**src/rtl/cfg_pkg.sv**
```systemverilog
package cfg_pkg;
   localparam int unsigned DEF_M_W   = 9;
   localparam int unsigned DEF_N_W   = 2;
   localparam int unsigned DEF_T_W   = 3;
   localparam int unsigned DEF_M_LO  = 200;
   localparam int unsigned DEF_M_HI  = 400;
   localparam int unsigned DEF_SYNC  = 2;

   // number of control lines that share the synchronizer besides the pins
   localparam int unsigned CTRL_LINES = 4;

   typedef enum logic [1:0] {
      SRC_PINS   = 2'd0,
      SRC_SHIFT  = 2'd1,
      SRC_HOLD   = 2'd2
   } cfg_src_e;
endpackage

```
**src/rtl/cfg_sync.sv**
```systemverilog
module cfg_sync #(
   parameter int unsigned W      = 1,
   parameter int unsigned STAGES = 2
) (
   input  logic         clk,
   input  logic         rst_n,
   input  logic [W-1:0] d,
   output logic [W-1:0] q
);
   generate
      if (STAGES < 2) begin : g_bad_depth
         $error("cfg_sync: STAGES must be at least 2");
      end
      if (W < 1) begin : g_bad_width
         $error("cfg_sync: W must be at least 1");
      end
   endgenerate

   logic [STAGES-1:0][W-1:0] pipe;

   always_ff @(posedge clk or negedge rst_n) begin
      if (!rst_n) begin
         pipe <= '0;
      end else begin
         pipe[0] <= d;
         for (int s = 1; s < STAGES; s++) begin
            pipe[s] <= pipe[s-1];
         end
      end
   end

   assign q = pipe[STAGES-1];
endmodule

```
**src/rtl/cfg_shreg.sv**
```systemverilog
module cfg_shreg #(
   parameter int unsigned W = 14
) (
   input  logic         clk,
   input  logic         rst_n,
   input  logic         sclk_s,
   input  logic         sdat_s,
   output logic [W-1:0] word,
   output logic         msb
);
   generate
      if (W < 2) begin : g_bad_width
         $error("cfg_shreg: W must be at least 2");
      end
   endgenerate

   logic sclk_q;
   logic sclk_rise;

   assign sclk_rise = sclk_s & ~sclk_q;

   always_ff @(posedge clk or negedge rst_n) begin
      if (!rst_n) begin
         sclk_q <= 1'b0;
         word   <= '0;
      end else begin
         sclk_q <= sclk_s;
         if (sclk_rise) begin
            word <= {word[W-2:0], sdat_s};
         end
      end
   end

   assign msb = word[W-1];
endmodule

```
**src/rtl/cfg_hold.sv**
```systemverilog
module cfg_hold
   import cfg_pkg::*;
#(
   parameter int unsigned M_W = 9,
   parameter int unsigned N_W = 2,
   parameter int unsigned T_W = 3,
   localparam int unsigned SR_W = M_W + N_W + T_W
) (
   input  logic            clk,
   input  logic            rst_n,
   input  logic            par_ld_s,
   input  logic            ser_ld_s,
   input  logic [M_W-1:0]  pin_m,
   input  logic [N_W-1:0]  pin_n,
   input  logic [SR_W-1:0] sr_word,
   output logic [M_W-1:0]  m_q,
   output logic [N_W-1:0]  n_q,
   output logic [T_W-1:0]  t_q
);
   cfg_src_e src;

   // parallel strobe low wins over everything
   always_comb begin
      if (!par_ld_s)     src = SRC_PINS;
      else if (ser_ld_s) src = SRC_SHIFT;
      else               src = SRC_HOLD;
   end

   always_ff @(posedge clk or negedge rst_n) begin
      if (!rst_n) begin
         m_q <= '0;
         n_q <= '0;
         t_q <= '0;
      end else begin
         case (src)
            SRC_PINS: begin
               m_q <= pin_m;
               n_q <= pin_n;
               t_q <= '0;
            end
            SRC_SHIFT: begin
               t_q <= sr_word[SR_W-1 -: T_W];
               n_q <= sr_word[M_W +: N_W];
               m_q <= sr_word[M_W-1:0];
            end
            default: begin
               m_q <= m_q;
               n_q <= n_q;
               t_q <= t_q;
            end
         endcase
      end
   end
endmodule

```
**src/rtl/synth_cfg_loader.sv**
```systemverilog
module synth_cfg_loader
   import cfg_pkg::*;
#(
   parameter int unsigned M_W         = DEF_M_W,
   parameter int unsigned N_W         = DEF_N_W,
   parameter int unsigned T_W         = DEF_T_W,
   parameter int unsigned SYNC_STAGES = DEF_SYNC,
   parameter int unsigned M_LO        = DEF_M_LO,
   parameter int unsigned M_HI        = DEF_M_HI,
   parameter bit          RANGE_CHECK = 1'b1
) (
   input  logic           clk,
   input  logic           rst_n,
   input  logic           ser_clk,
   input  logic           ser_dat,
   input  logic           ser_ld,
   input  logic           par_ld,
   input  logic [M_W-1:0] par_m,
   input  logic [N_W-1:0] par_n,
   output logic [M_W-1:0] cfg_m,
   output logic [N_W-1:0] cfg_n,
   output logic [T_W-1:0] cfg_t,
   output logic           shift_out,
   output logic           m_out_of_range
);
   localparam int unsigned SR_W   = M_W + N_W + T_W;
   localparam int unsigned SYNC_W = CTRL_LINES + M_W + N_W;

   generate
      if (M_HI >= (1 << M_W)) begin : g_bad_hi
         $error("synth_cfg_loader: M_HI does not fit in M_W bits");
      end
      if (M_LO > M_HI) begin : g_bad_window
         $error("synth_cfg_loader: M_LO above M_HI");
      end
   endgenerate

   logic [SYNC_W-1:0] sync_d;
   logic [SYNC_W-1:0] sync_q;
   logic              ser_clk_s;
   logic              ser_dat_s;
   logic              ser_ld_s;
   logic              par_ld_s;
   logic [M_W-1:0]    pin_m_s;
   logic [N_W-1:0]    pin_n_s;
   logic [SR_W-1:0]   sr_word;

   // pins share the control synchronizer so they stay aligned with the strobes
   assign sync_d = {ser_clk, ser_dat, ser_ld, par_ld, par_m, par_n};

   cfg_sync #(.W(SYNC_W), .STAGES(SYNC_STAGES)) u_sync (
      .clk   (clk),
      .rst_n (rst_n),
      .d     (sync_d),
      .q     (sync_q)
   );

   assign {ser_clk_s, ser_dat_s, ser_ld_s, par_ld_s, pin_m_s, pin_n_s} = sync_q;

   cfg_shreg #(.W(SR_W)) u_shreg (
      .clk    (clk),
      .rst_n  (rst_n),
      .sclk_s (ser_clk_s),
      .sdat_s (ser_dat_s),
      .word   (sr_word),
      .msb    (shift_out)
   );

   cfg_hold #(.M_W(M_W), .N_W(N_W), .T_W(T_W)) u_hold (
      .clk      (clk),
      .rst_n    (rst_n),
      .par_ld_s (par_ld_s),
      .ser_ld_s (ser_ld_s),
      .pin_m    (pin_m_s),
      .pin_n    (pin_n_s),
      .sr_word  (sr_word),
      .m_q      (cfg_m),
      .n_q      (cfg_n),
      .t_q      (cfg_t)
   );

   generate
      if (RANGE_CHECK) begin : g_range
         localparam logic [M_W-1:0] LO_V = M_W'(M_LO);
         localparam logic [M_W-1:0] HI_V = M_W'(M_HI);
         assign m_out_of_range = (cfg_m < LO_V) || (cfg_m > HI_V);
      end else begin : g_no_range
         assign m_out_of_range = 1'b0;
      end
   endgenerate
endmodule

```
**config.mk**
```make
export PLATFORM = sky130hd
export DESIGN_NAME = synth_cfg_loader
export DESIGN_NICKNAME = d
export VERILOG_FILES = /design/src/rtl/cfg_pkg.sv /design/src/rtl/cfg_sync.sv /design/src/rtl/cfg_shreg.sv /design/src/rtl/cfg_hold.sv /design/src/rtl/synth_cfg_loader.sv
export SDC_FILE = /design/constraint.sdc
export NUM_CORES = 1
export LEC_CHECK = 0
export ABC_AREA = 1
export BUFFER_PORTS_ARGS = -buffer_cell sky130_fd_sc_hd__buf_2
export CAP_MARGIN = 0
export CORE_ASPECT_RATIO = 0.5
export CORE_MARGIN = 10
export CORE_UTILIZATION = 50
export DETAILED_ROUTE_END_ITERATION = 10
export PLACE_DENSITY = 0.72
export SYNTH_ARGS = -nofsm -noshare
export SYNTH_HDL_FRONTEND = slang
export SYNTH_HIERARCHICAL = 1
export SYNTH_SLANG_ARGS = --single-unit
```
**constraint.sdc**
```tcl
create_clock -name clk -period 2.15 [get_ports clk]
set_clock_uncertainty 0.05 [all_clocks]
set_input_delay 0.43 -clock clk [delete_from_list [all_inputs] [get_ports clk]]
set_output_delay 0.43 -clock clk [all_outputs]
set_load 0.01 [all_outputs]
```
==> results of run 1 <==
[stage by stage]
stage / util / power, mW
6_report: 0.608 / 2.50
3_3_place_gp: 0.558 / 1.53
3_5_place_dp: 0.558 / 1.54
5_1_grt: 0.608 / 2.63
2_1_floorplan: - / 1.45
4_1_cts: 0.608 / 2.54
[critical path: cells and delay by family (launching register included)]
family                 cells  cell delay, ps
DFF                        1             400
and+or+nand+nor            3             230
buffers and inverters      1             140
AOI/OAI and AO/OA          1             130
[state kept, by name, indices dropped and copies added, names as in the netlist]
| name | flops |
|---|---|
| u_hold/m_q | 9 |
| u_shreg/word | 14 |
| u_sync/pipe | 15 |
| u_hold/n_q | 2 |
| u_shreg/sclk_q | 1 |
| u_sync/q | 15 |
| u_hold/t_q | 3 |
[area by class of cell]
| class | instances | area, um^2 |
|---|---|---|
| multi-input cells | 112 | 485 |
| well taps | 54 | 67.6 |
| repair buffers | 36 | 203 |
| inverters | 7 | 26.3 |
| clock buffers | 9 | 124 |
| fillers | 338 | 1590 |
| flip-flops and latches | 59 | 1480 |
| clock inverters | 7 | 76.3 |
[cells in the mapped netlist]
library cell / count
a21oi_1: 1
buf_2: 2
buf_4: 20
buf_6: 2
dfrtp_1: 59
inv_1: 5
inv_2: 2
nand2_1: 56
nand2_2: 1
nand3_1: 47
nor2_1: 6
nor2_2: 1
[how the worst max path moves through the flow]
stage / end / cells past startpoint / start
floorplan: m_out_of_range / 4 / u_hold/m_q[3]$_DFFE_PN0P_
global placement: m_out_of_range / 5 / u_hold/m_q[1]$_DFFE_PN0P_
detailed placement: u_shreg/word[4]$_DFFE_PN0P_ / 4 / u_shreg/sclk_q$_DFF_PN0_
CTS: m_out_of_range / 5 / u_hold/m_q[1]$_DFFE_PN0P_
global route: m_out_of_range / 5 / u_hold/m_q[7]$_DFFE_PN0P_
finish: m_out_of_range / 5 / u_hold/m_q[3]$_DFFE_PN0P_
[logic make-up after synthesis]
| group | after synthesis |
|---|---|
| AO/OA/AOI/OAI | 1 |
| buffers and inverters | 31 |
| flip-flops | 59 |
| AND/OR/NAND/NOR | 111 |
[layer usage]
metal	up-vias	track usage	part of all wire
met1	658	0.141	0.48
met2	59	0.159	0.43
met3	2	0.0581	0.080
met4	0	0.0613	0.0068
li1	677	-	-
met5	-	0	0
[power by group through the flow]
stage | clock network, mW | registers, mW | logic (mW)
2_1_floorplan | 0 | 1.31 | 0.144
3_3_place_gp | 0 | 1.31 | 0.221
3_5_place_dp | 0 | 1.31 | 0.227
4_1_cts | 1.01 | 1.30 | 0.227
5_1_grt | 1.07 | 1.31 | 0.253
6_report | 0.987 | 1.30 | 0.222
==> out/metrics.cfg, run 1 <==
[timing]
fmax_mhz = 585
finalCriticalPeriod_ps = 1710
rsz0062_at_grt = no
worst_pin_slew_ps = 565
finalWorstSetupSlack_ps = 440
hold_viol = 0
relSlewSlack = 0.623
finalSetupViolations = 0
final_max_slew_viol_count = 0
setup_tns_ps = 0
fin_hold_ws_ps = 35.6
fin_crit_sh = 0.795

[placement]
numPortBuffers = 32
gp_congestion = 0.827
dp.cells = 268
place_ws_ps = 780
postPlaceCellArea_um2 = 2260
dp_hpwl_um = 2660

[final_layout]
nNetsFinal = 242
area_delta_synth_final_pct = 13.3
diodes = 0
finalNonFillerCells = 284
layout-drive-gt1-share = 0.243
final_common_cell = dfrtp_1
mostFrequentLayoutCells = 59 x dfrtp_1, 56 x nand2_1, 47 x nand3_1
design_area_um2 = 2460

[worst_setup_path]
worst_path_max_delay_cell = dfrtp_1
startpoint_type = flip-flop
path_common_cell = nand2_1
r2r_start = u_shreg/sclk_q$_DFF_PN0_
slowest_delay_ps = 400
crit_fanout = 4
ff2ff_path_depth = 4
worstPathRequired_ps = 1670
ff2ff_setup_slack_ps = 740
path_class = flip-flop to output port
arrival_ps = 1230
cp_cell_sequence = nor2_1 > nand2_1 > a21oi_1 > nand2_1 > buf_2
end_kind = output port
r2r-end = u_shreg/word[5]$_DFFE_PN0P_

[grt]
grt_max_degree = 25
first_global_vias = 1383
track_usage = 0.114
overflow = 0
antenna_found_initial = 0
grt_pass1_wl_um = 6610

[power_and_ir_drop]
p_leak_nw = 1.28
seqPwrFrac = 0.517
internal-power_mw = 1.85
swShare = 0.262
comb_power_share = 0.089
power_density_nw_per_um2 = 1020
p_clk_frac = 0.394
ir_drop_uv = 536
power_switching_uw = 657

[synthesis]
ys_seq_area_frac = 0.680
synth_cell_types = 12
synthesis.nets = 219
syn_area_um2 = 2170
syn_avg_cell_area_um2 = 10.7
synth_top_family_by_area = simple AND/OR/NAND/NOR gates
synth_compound_area_frac = 0.00231
synth_simple_gate_area_frac = 0.221
synth_mux_area_frac = 0
synth_cells = 202
synth_top_area_frac = 0.680
synth.top_cells.by_area = dfrtp_1 68%, nand3_1 11%, nand2_1 9.7%, buf_4 6.9%, buf_6 1.0%
yosysWarnings = 6
synth_seq_cells = 59
synthAdderAreaFrac = 0
synthXorXnorAreaFrac = 0
yosysTopAreaCell = dfrtp_1

[detailed_routing]
drt_iter0_drc = 176
avgRoutedWirePerCell_um = 13.9
drt_pass1_iterations = 4
drc = 0
viasPerCell = 4.92
ant_nets = 0
routed_wl_um = 3960
vias = 1396

[clock_tree]
clkLatencyLatePin_ps = 330
hold_buffers = 0
cts_buffer_depth = 2
cts_tree = yes
clkSlewWorstSetupHoldPaths_ps = 70
cts.sinks = 59
clockRootBuffer = clkbuf_8
post-cts-setup-buffers = 0
cts_htree_levels = 3
numCtsBuffers = 9
cts_resized = 0

[run]
cap_violations = 0

[floorplanning]
core_area_um2 = 4040
fp.dieW_um = 113
die_h_um = 66.6
ios = 33
rows = 16
initial_core_util = 0.537
die_area_um2 = 7540

[outcome]
status = complete, no violations

[min_path]
hold_class = primary input to asynchronous set/reset pin

Power figures use the tool's default switching activity.
==> run 2: changes to the inputs <==
- ABC_AREA: 1 -> 0
- PLACE_DENSITY: 0.72 -> 0.74
- clock period: 2.15 -> 1.5 ns (I/O delays scaled with it)
==> out/metrics.cfg, run 2 <==
[final_layout]
finalNonFillerCells = 231
area_delta_synth_final_pct = 15.9
nNetsFinal = 189
mostFrequentLayoutCells = 59 x dfrtp_1, 32 x buf_2, 14 x mux2i_1
nFillCells = 324
diodes = 0
layout-drive-gt1-share = 0.412
final_common_cell = dfrtp_1

[synthesis]
synth_edf_count = 0
synth_seq_cells = 59
syn_avg_cell_area_um2 = 15.4
synth_top_area_frac = 0.681
ys.flop_type = dfrtp_1
synth_cells = 141
yosysWarnings = 6
async_reset_ff_frac = 1.00
synth.top_cells.by_area = dfrtp_1 68%, mux2_4 6.9%, mux2i_1 6.5%, buf_4 5.5%, a21oi_1 2.8%
synth_cell_types = 17
synthesis.nets = 158
synth.most_common_cell = dfrtp_1
ys_seq_area_frac = 0.681
yosysTopAreaCell = dfrtp_1
yosys-top-cells-count = 59 x dfrtp_1, 16 x buf_4, 14 x mux2i_1, 12 x a21oi_1, 11 x nor2_1
syn_area_um2 = 2170

[placement]
dp.cells = 214
gp_congestion = 0.829
dp_hpwl_um = 2430
place_ws_ps = -90.9
numPortBuffers = 32

[run]
cap_violations = 0

[clock_tree]
cts_buffer_depth = 2
numCtsBuffers = 9
cts_tree = yes
cts.sinks = 59
clkLatencyLatePin_ps = 330
cts_htree_levels = 3
clockRootBuffer = clkbuf_8
post-cts-setup-buffers = 0
clkSlewWorstSetupHoldPaths_ps = 70

[floorplanning]
ios = 33
die_area_um2 = 7530
fp.dieW_um = 113
die_h_um = 66.6
rows = 16
initial_core_util = 0.537
core_area_um2 = 4040

[timing]
hold_viol = 0
worst_pin_slew_ps = 457
finalCriticalPeriod_ps = 1900
relSlewSlack = 0.695
fin_crit_sh = 1.27
fmax_mhz = 527
final_max_slew_viol_count = 0
finalSetupViolations = 1
rsz0062_at_grt = yes
fin_hold_ws_ps = 22.5
finalWorstSetupSlack_ps = -399

[detailed_routing]
drc = 0
routed_wl_um = 3490
drt_iter0_drc = 70
viasPerCell = 4.79
ant_nets = 0
drt_pass1_iterations = 4
vias = 1106
avgRoutedWirePerCell_um = 15.1

[outcome]
violations = negative setup slack
status = finished with violations

[worst_setup_path]
crit_fanout = 2
arrival_ps = 1550
path_class = flip-flop to output port
end_kind = output port
startpoint_type = flip-flop
worstPathRequired_ps = 1150

[grt]
first_global_vias = 1225
track_usage = 0.102
grt_pass1_wl_um = 5880
antenna_found_initial = 0
grt_max_degree = 26
overflow = 0

[power_and_ir_drop]
power_density_nw_per_um2 = 1590
ir_drop_uv = 846
p_leak_nw = 1.20
power.total_mw = 4.01

[min_path]
hold_class = primary input to flip-flop

-- run 2: cell types whose count changed after synthesis, moves of 5 or more --
| cell | delta |
|---|---|
| a21oi_1 | +11 |
| mux2_4 | +10 |
| nand2_1 | -55 |
| mux2i_1 | +14 |
| nor2_1 | +5 |
| inv_1 | -5 |
| nand3_1 | -47 |
-- run 2: worst paths after layout --
kind | startpoint | end | slack (ps) | depth (start not counted)
min in group asynchronous | rst_n | u_sync/pipe[7]$_DFF_PN0_ | 400 | 2
max | u_hold/m_q[3]$_DFFE_PN0P_ | m_out_of_range | -400 | 4
min | par_m[8] | u_sync/pipe[10]$_DFF_PN0_ | 20 | 1
max reg2reg | u_shreg/sclk_q$_DFF_PN0_ | u_shreg/word[12]$_DFFE_PN0P_ | 300 | 3
min reg2reg | u_sync/pipe[9]$_DFF_PN0_ | u_sync/q[9]$_DFF_PN0_ | 290 | 0
max in group asynchronous | rst_n | u_shreg/word[12]$_DFFE_PN0P_ | 530 | 3
-- run 2: worst max-delay path, stage by stage (launching register included) --
cell and delay [ps]:
dfrtp_1 380, o41a_1 430, o31ai_2 190, a21oi_1 90, buf_2 140
-- run 2: logic make-up after synthesis --
logic type / count (synthesis) / synth area share
flip-flops: 59 / 0.681
AO/OA/AOI/OAI: 14 / 0.0363
buffers and inverters: 22 / 0.0882
multiplexers: 28 / 0.155
AND/OR/NAND/NOR: 18 / 0.0404
-- run 2: area by class of cell --
| cell class | instances | area (um^2) | share of cell area |
|---|---|---|---|
| repair buffers | 42 | 275 | 0.109 |
| clock inverters | 5 | 37.5 | 0.0149 |
| multi-input cells | 60 | 507 | 0.201 |
| well taps | 54 | 67.6 | 0.0269 |
| clock buffers | 11 | 151 | 0.0602 |
| flip-flops and latches | 59 | 1480 | 0.587 |
-- run 2: routing by layer --
| layer | GRT usage | share of wire | up-vias | routed length (um) |
|---|---|---|---|---|
| li1 | - | - | 521 | - |
| met1 | 0.118 | 0.45 | 548 | 1580 |
| met2 | 0.150 | 0.46 | 31 | 1620 |
| met3 | 0.0465 | 0.057 | 6 | 199 |
| met4 | 0.0692 | 0.024 | 0 | 84 |
| met5 | 0 | 0 | - | 0 |
-- run 2: what timing repair did --
action,4_1_cts,5_1_grt
resized for setup,0,1
hold buffers,1,0
setup endpoints to repair,1,1
endpoints found under the hold margin,18,0
-- run 2: power breakdown --
group	switching (mW)	internal (mW)	total (mW)
registers	0.208	1.86	2.07
logic	0.263	0.388	0.651
clock network	0.605	0.687	1.29
total	1.08	2.93	4.01
-- run 2: per-stage QoR --
stage	setup TNS, ps	cell area (um^2)	util
2_1_floorplan	0	2170	-
3_3_place_gp	-40.5	2310	0.571
3_5_place_dp	-90.9	2310	0.571
4_1_cts	-450	2510	0.621
5_1_grt	-485	2510	0.622
6_report	-399	2510	0.622
==> run 3: changes to the inputs <==
- REMOVE_ABC_BUFFERS: default -> 1
==> out/metrics.cfg, run 3 (same netlist as run 2, synthesis figures left out) <==
[outcome]
status = finished with violations
violations = negative setup slack

[clock_tree]
clockRootBuffer = clkbuf_8
clkSlewWorstSetupHoldPaths_ps = 60
cts.sinks = 59
cts_buffer_depth = 2
clkLatencyLatePin_ps = 330
numCtsBuffers = 9
cts_tree = yes
cts_htree_levels = 3

[worst_setup_path]
ff2ff_setup_slack_ps = 310
ff2ff_path_depth = 3
worstPathRequired_ps = 1150
startpoint_type = flip-flop
crit_fanout = 2
arrival_ps = 1580
end_kind = output port
path_class = flip-flop to output port
r2r-end = u_shreg/word[13]$_DFFE_PN0P_
r2r_start = u_shreg/sclk_q$_DFF_PN0_

[grt]
track_usage = 0.101
grt_pass1_wl_um = 5640
grt_max_degree = 43
overflow = 0
first_global_vias = 1211
antenna_found_initial = 0

[final_layout]
design_area_um2 = 2600
final_common_cell = dfrtp_1
finalNonFillerCells = 238
nNetsFinal = 196
area_delta_synth_final_pct = 19.8
mostFrequentLayoutCells = 59 x dfrtp_1, 32 x buf_2, 14 x mux2i_1
post-route-util = 0.643
diodes = 0
layout-drive-gt1-share = 0.391

[timing]
setup_tns_ps = -432
finalCriticalPeriod_ps = 1930
finalSetupViolations = 1
relSlewSlack = 0.740
fin_crit_sh = 1.29
worst_pin_slew_ps = 390
hold_viol = 0
finalWorstSetupSlack_ps = -432
rsz0062_at_grt = yes
fmax_mhz = 518
final_max_slew_viol_count = 0

[floorplanning]
fp.dieW_um = 113
initial_core_util = 0.537
rows = 16
ios = 33
core_area_um2 = 4040
die_h_um = 66.6
die_area_um2 = 7530

[detailed_routing]
ant_nets = 0
avgRoutedWirePerCell_um = 14.1
drt_iter0_drc = 21
routed_wl_um = 3360
drc = 0
drt_pass1_iterations = 4
vias = 1122
viasPerCell = 4.71

[min_path]
hold_depth = 1
hold_class = primary input to flip-flop
worstHoldStart = par_m[8]
hold_path_end = u_sync/pipe[10]$_DFF_PN0_

[power_and_ir_drop]
ir_drop_uv = 897
power.total_mw = 4.18
p_leak_nw = 1.25
power_density_nw_per_um2 = 1610

[placement]
dp_hpwl_um = 2240
numPortBuffers = 32
postPlaceCellArea_um2 = 2290
dp.cells = 213
gp_congestion = 0.737

[run]
cap_violations = 0

run 3: how the worst max path moves through the flow:
stage          depth (start not counted)                       from              to  slack, ps
2_1_floorplan                          3  u_hold/m_q[3]$_DFFE_PN0P_  m_out_of_range          7
3_3_place_gp                           4  u_hold/m_q[3]$_DFFE_PN0P_  m_out_of_range        -60
3_5_place_dp                           4  u_hold/m_q[3]$_DFFE_PN0P_  m_out_of_range        -90
4_1_cts                                4  u_hold/m_q[3]$_DFFE_PN0P_  m_out_of_range       -460
5_1_grt                                4  u_hold/m_q[3]$_DFFE_PN0P_  m_out_of_range       -530
6_report                               4  u_hold/m_q[3]$_DFFE_PN0P_  m_out_of_range       -430
run 3: per-stage QoR:
stage | worst slack (ps) | hold WS (ps)
floorplan | 7.01 | -45.6
global placement | -61.2 | 189
detailed placement | -85.7 | 193
CTS | -460 | 1.28
global route | -529 | 1.99
finish | -432 | 25.4
run 3: what timing repair did:
item | CTS | global route
setup endpoints to repair | 1 | 1
endpoints found under the hold margin | 22 | 3
hold buffers | 6 | 3
gates resized for setup | 0 | 1
setup buffers | 0 | 0
run 3: cell type report:
type | instances | area, um^2
tap | 54 | 67.6
sequential | 59 | 1480
multi-input combinational | 60 | 507
clock buffer | 12 | 165
clock inverter | 4 | 47.5
fill | 301 | 1450
timing repair buffer | 49 | 335
run 3: worst max-delay path, cell delays in order, from the launching register on:
cell and delay, ps:
dfrtp_1 370, o41a_1 460, o31ai_2 180, a21oi_1 100, buf_2 150
run 3: metal layers:
| metal | track usage | share of wire | vias up |
|---|---|---|---|
| li1 | - | - | 535 |
| met1 | 0.103 | 0.41 | 546 |
| met2 | 0.159 | 0.51 | 35 |
| met3 | 0.0599 | 0.065 | 6 |
| met4 | 0.0613 | 0.020 | 0 |
| met5 | 0 | 0 | - |
run 3: power breakdown:
part / switching (mW) / internal [mW]
Combinational: 0.262 / 0.394
Clock: 0.569 / 0.896
Sequential: 0.195 / 1.86
